==> config.mk <==
export PLATFORM = sky130hd
export DESIGN_NAME = irq_status_ctrl
export DESIGN_NICKNAME = d
export VERILOG_FILES = /design/src/rtl/irq_status_ctrl.sv
export SDC_FILE = /design/constraint.sdc
export NUM_CORES = 1
export LEC_CHECK = 0
export BUFFER_PORTS_ARGS = -buffer_cell sky130_fd_sc_hd__buf_2
export CAP_MARGIN = 0
export CORE_MARGIN = 4
export CORE_UTILIZATION = 45
export CTS_CLUSTER_DIAMETER = 60
export DETAILED_ROUTE_END_ITERATION = 10
export GPL_TIMING_DRIVEN = 0
export PLACE_DENSITY = 0.95
export SLEW_MARGIN = 25
export SYNTH_ARGS = -nofsm -noshare
export SYNTH_HDL_FRONTEND = slang
export SYNTH_SLANG_ARGS = --single-unit
==> constraint.sdc <==
create_clock -name clk -period 3.8 [get_ports clk]
set_clock_uncertainty 0.15 [all_clocks]
set_input_delay 0.38 -clock clk [delete_from_list [all_inputs] [get_ports clk]]
set_output_delay 0.38 -clock clk [all_outputs]
set_load 0.1 [all_outputs]
==> src/rtl/irq_status_ctrl.sv <==
module irq_status_ctrl #(
  parameter int W       = 16,
  parameter int TIMEOUT = 9
) (
  input  logic         clk,
  input  logic         rst_n,
  input  logic         cfg_mode,
  input  logic         mask_we,
  input  logic [W-1:0] mask_wdata,
  output logic [W-1:0] mask_q,
  input  logic         stat_rd,
  output logic [W-1:0] stat_rdata,
  input  logic         ev_rx_align,
  input  logic         ev_tx_align,
  input  logic         ev_bert,
  input  logic         ev_sys_err,
  input  logic         ev_par_err,
  input  logic         lcl_int_n,
  input  logic         acc_start,
  input  logic         lcl_rdy_n,
  output logic         host_irq_n,
  output logic         local_irq_n
);
  localparam int B_LBE   = 14;
  localparam int B_LBINT = 15;
  localparam int CW      = $clog2(TIMEOUT + 1);
  localparam logic [W-1:0] CORE_BITS = W'(16'h001F);
  localparam logic [W-1:0] LB_BITS   = W'(1) << B_LBE | W'(1) << B_LBINT;
  localparam logic [W-1:0] USED      = CORE_BITS | LB_BITS;

  logic [W-1:0]  stat, mask, set_v, stat_nxt;
  logic [CW-1:0] cnt;
  logic          acc_active, tmo_fire;

  assign tmo_fire = !cfg_mode && acc_active && !acc_start && lcl_rdy_n
                    && cnt == CW'(TIMEOUT - 1);

  always_ff @(posedge clk) begin
    if (!rst_n) begin
      acc_active <= 1'b0;
      cnt        <= '0;
    end else if (cfg_mode) begin
      acc_active <= 1'b0;
    end else if (acc_start) begin
      acc_active <= 1'b1;
      cnt        <= '0;
    end else if (acc_active) begin
      if (!lcl_rdy_n || tmo_fire) acc_active <= 1'b0;
      else                        cnt <= cnt + 1'b1;
    end
  end

  always_comb begin
    set_v          = '0;
    set_v[0]       = ev_rx_align;
    set_v[1]       = ev_tx_align;
    set_v[2]       = ev_bert;
    set_v[3]       = ev_sys_err;
    set_v[4]       = ev_par_err;
    set_v[B_LBE]   = tmo_fire;
    set_v[B_LBINT] = !cfg_mode && !lcl_int_n;
    stat_nxt = ((stat & ~{W{stat_rd}}) | set_v) & USED;
    if (cfg_mode) stat_nxt = stat_nxt & ~LB_BITS;
  end

  always_ff @(posedge clk) begin
    if (!rst_n) begin
      stat <= '0;
      mask <= '0;
    end else begin
      stat <= stat_nxt;
      if (mask_we) mask <= mask_wdata & USED;
    end
  end

  assign mask_q      = mask;
  assign stat_rdata  = stat;
  assign host_irq_n  = ~|(stat & mask);
  assign local_irq_n = ~(cfg_mode && |(stat & mask & CORE_BITS));


  mask_write_chk: assert property (@(posedge clk) disable iff (!rst_n)
    mask_we |=> mask_q == ($past(mask_wdata) & USED));

  set_wins_chk: assert property (@(posedge clk) disable iff (!rst_n)
    ev_par_err |=> stat_rdata[4]);

  clear_on_read_chk: assert property (@(posedge clk) disable iff (!rst_n)
    stat_rd && !ev_rx_align |=> !stat_rdata[0]);

  cfg_hold_chk: assert property (@(posedge clk) disable iff (!rst_n)
    cfg_mode |=> stat_rdata[B_LBINT:B_LBE] == 2'b00);

  local_implies_host_chk: assert property (@(posedge clk) disable iff (!rst_n)
    !local_irq_n |-> !host_irq_n);

  single_fire_chk: assert property (@(posedge clk) disable iff (!rst_n)
    tmo_fire |=> !acc_active);

  unused_zero_chk: assert property (@(posedge clk) disable iff (!rst_n)
    stat_rdata[13:5] == '0);
endmodule

=== Yosys cells after proc, flatten, opt, wreduce, memory -nomap -nowiden ===
Cells that the tools add are included.

* Register bits: 28
* Latch bits: 0
* RAM bits: 0
* ROM bits: 0
* Input port bits: 29
* Output and inout port bits: 34
* Word-level logic and storage cells: 38
* Memories: 0

* Add/subtract/negate cells: 1
* Multiply operators: 0
* Div/mod/pow operators: 0
* $lt $le $gt $ge: 0
* Equality and inequality tests: 2
* Shift operators: 0
* Mux-type cells: 6
* Bitwise gates (word level): 7
* Reductions and logical operators: 17

{| class="wikitable"
|+ Operator list
! cell !! count
|-
| $and A16 B16 Y16 || 2
|-
| $not A16 Y16 || 1
|-
| $or A16 B16 Y16 || 1
|-
| $reduce_or A16 Y1 || 1
|-
| $mux W4 || 3
|-
| $logic_and A1 B1 Y1 || 6
|-
| $logic_not A1 Y1 || 5
|-
| $reduce_or A5 Y1 || 1
|-
| $add A4 B1 Y4 const B || 1
|-
| $eq A4 B4 Y1 const B || 1
|-
| $mux W1 || 3
|-
| $not A1 Y1 || 3
|-
| $reduce_and A3 Y1 || 1
|-
| $ne A2 B2 Y1 const B || 1
|-
| $reduce_bool A2 Y1 || 1
|-
| $reduce_or A2 Y1 || 1
|-
| $logic_or A1 B1 Y1 || 1
|}

=== Longest topological paths before layout ===
* Word-level depth: 9
* Depth in mapped cells: 5
* Depth with buffers taken out: 5

=== Worst setup path before layout ===
OpenSTA, ideal clock, no wires.

* Path type: flip-flop to output port
* Start point: register stat[4], in the netlist stat_rdata[4]
* End point: output port host_irq_n
* Arrival time: 3.441 ns
* Data required time: 3.270 ns
* Path slack: -0.171 ns
* Stages on the path, launching flop included: 4
* Buffers on the path: 0
* Cell sequence: dfxtp_1 -> a222oi_1 -> nand2_1 -> a221oi_1

* Longest elaborated chain between the ends: 3

{| class="wikitable"
|+ RTL lines
! what !! RTL line !! text
|-
| start: declaration || 31 || <nowiki>logic [W-1:0] stat, mask, set_v, stat_nxt;</nowiki>
|-
| start signal: assignment || 71 || <nowiki>stat <= stat_nxt;</nowiki>
|-
| $and A16 B16 Y16 || - ||
|-
| $reduce_or A16 Y1 || 78 || <nowiki>assign host_irq_n = ~|(stat & mask);</nowiki>
|-
| $logic_not A1 Y1 || 78 ||
|-
| end: declaration || 21 || <nowiki>output logic host_irq_n,</nowiki>
|}

Every way passes these cells.

=== Final worst setup path ===
Ends and elaborated chain as after synthesis.

==> impl_metrics.csv <==
group,metric,value,unit
run_status,outcome,"complete, no violations",
timing,rsz0062_at_grt,"false",
grt,use_met3,4.02,%
logic_synthesis,post-synth-top-count-cell,"dfxtp_1",
timing,period_share,60.5,%
logic_synthesis,syn_area,998,µm²
die,ios,63,
cts,cts_max_level,1,
cts,cts_resized,0,
logic_synthesis,ys_top_cells_by_area,"dfxtp_1, buf_4, mux2i_1",
timing,report.final.slew_viol_count,0,
timing,finalHoldViolations,0,
logic_synthesis,synth_top_area_cell,"dfxtp_1",
critical_path,path_class,"flop to primary output",
grt,antenna_found_initial,0,
die,fp.coreArea,2040,µm²
placed_design,gp_congestion,0.714,
placed_design,hpwlAfterDp,1.82,mm
placed_design,placed_cell_area,1270,µm²
hold_path,min_path_type,"input port to flop",
detailed_routing,drt_iter0_drc,14,
cts,clock_path_buffers,2,
logic_synthesis,synth_mux_area_share,10.0,%
grt,grt_max_degree,11,
run,maxCapViolCount,0,
logic_synthesis,syn_avg_cell_area,9.60,µm²
cts,cts_setup_buffers,0,
critical_path,cp-end-kind,"primary output",
logic_synthesis,synth_compound_area_share,13.2,%
timing,setup_viol,0,
cts,numCtsBuffers,3,
detailed_routing,drc,0,
grt,grt_pass1_wl,3.22,mm
cts,cts_tree,"yes",
cts,cts-root-buf,"clkbuf_4",
logic_synthesis,synth.top_cell.area_share,38.1,%
layout,fin_area,1300,µm²
logic_synthesis,ys_warn_count,0,
placed_design,pre_cts_slack,1820,ps
logic_synthesis,synthArstFlopShare,0,%
grt,grt_pass1_vias,760,
layout,stdcell_count,186,
power,ir_drop,0.307,mV
cts,cts_hold_buf,0,
power,powerDensity,416,nW/µm²
critical_path,start_kind,"flop",
critical_path,critPathRequiredTime,3270,ps
detailed_routing,ant_nets,0,
layout,drive_above_1_share,37.7,%
grt,grtUsageTotal,14.8,%
layout,layout.nets,191,
detailed_routing,wl_per_cell,11.7,µm
logic_synthesis,synthAdderAreaFrac,2.51,%
logic_synthesis,seq_area_frac_synth,38.1,%
die,die_w,55.1,µm
timing,fmax,435,MHz
critical_path,critPathArrivalTime,1770,ps
layout,num_antenna_cells,0,
placed_design,placed_cells,182,
logic_synthesis,netlist_top_cells_count,"dfxtp_1, buf_4, nor2b_1",
cts,numClockSinks,19,
critical_path,path_max_fanout,3,
cts,clkTransAtPathRegs,110,ps
timing,holdWs,95.3,ps
grt,grt_use_met2,27.4,%
die,die_h,55.1,µm
power,leakage,0.000641,µW
die,initial_core_util,48.9,%
logic_synthesis,synth_cell_type_count,26,
timing,worst_slack,1500,ps
grt,top_usage_layer,"met2",
detailed_routing,via_count,852,
cts,insertion_delay,290,ps
grt,overflow,0,
logic_synthesis,synth_top_family_by_area,"simple AND/OR/NAND/NOR gates",
logic_synthesis,synth-simple-area-share,19.9,%
detailed_routing,via_per_inst,4.58,
layout,syn_to_final_growth,30.1,%
detailed_routing,drt_wl_total,2.18,mm
die,dieArea,3040,µm²
grt,globalRouteMet1Util,16.1,%
timing,finalSetupTns,0,ps
placed_design,numPortBuffers,34,
timing,finalCriticalPeriod,2300,ps
logic_synthesis,synth_enable_flop_cells,0,
die,fp-row-count,16,
detailed_routing,dr.pass1.iters,4,
logic_synthesis,synthXorXnorAreaFrac,0,%
logic_synthesis,synth_cells,104,
logic_synthesis,yosys_most_used_dff,"dfxtp_1",
logic_synthesis,synth-seq-cells,19,
where the power goes:
part | switching (µW) | internal [µW]
clock network | 61.1 | 40.8
registers | 7.43 | 209
logic | 180 | 42.1
area by class of cell:
type	instances	area [µm²]
flip-flops and latches	19	380
plain buffers	21	148
clock buffers	4	26.3
repair buffers	34	170
fillers	184	743
inverters	3	11.3
multi-input cells	78	529
well taps	27	33.8
state kept, by name, indices dropped and copies added (netlist names):
register / flops
mask_q: 7
stat_rdata: 7
cnt: 4
acc_active: 1
worst max-delay path: stages (launching register included):
cell      delay [ps]
dfxtp_1          340
a222oi_1         340
nand2_1          160
a221oi_2         180
buf_2            460
worst paths after layout:
check | start | endpoint | slack (ps) | cells past startpoint
setup / recovery | stat_rdata[4] | host_irq_n | 1500 | 4
hold / removal | lcl_int_n | stat_rdata[15] | 100 | 2
setup reg to reg | cnt[0] | cnt[0] | 2130 | 5
hold reg to reg | cnt[3] | cnt[3] | 350 | 2
kinds of logic after synthesis:
logic type / Yosys count
AND/OR/NAND/NOR: 33
multiplexers: 10
other: 1
flip-flops: 19
adder cells (fa/ha/maj): 2
AO/OA/AOI/OAI: 15
buffers and inverters: 24
cells in the final DEF, fill, tap and decap left out, drive strengths merged:
cell and n:
a2111oi 1, a211oi 1, a21oi 4, a221oi 1
a222oi 1, a22oi 1, and2 2, and4bb 1
buf 53, clkbuf 6, conb 18, dfxtp 19
ha 2, inv 3, mux2i 10, nand2 5
nand2b 3, nand3 5, nand3b 1, nor2 1
nor2b 13, o21a 5, o31ai 1, or2b 1
or4 1
metal layers:
layer,up-vias,part of all wire [%]
li1,425,-
met1,388,40
met2,37,49
met3,2,10
met4,0,0.82
met5,-,0
metrics by stage:
stage | utilization [%] | power, µW
2_1_floorplan | - | 414
3_3_place_gp | 62.3 | 439
3_5_place_dp | 62.3 | 443
4_1_cts | 63.6 | 540
5_1_grt | 63.6 | 560
6_report | 63.6 | 540
(Power assumes the default switching activity.)
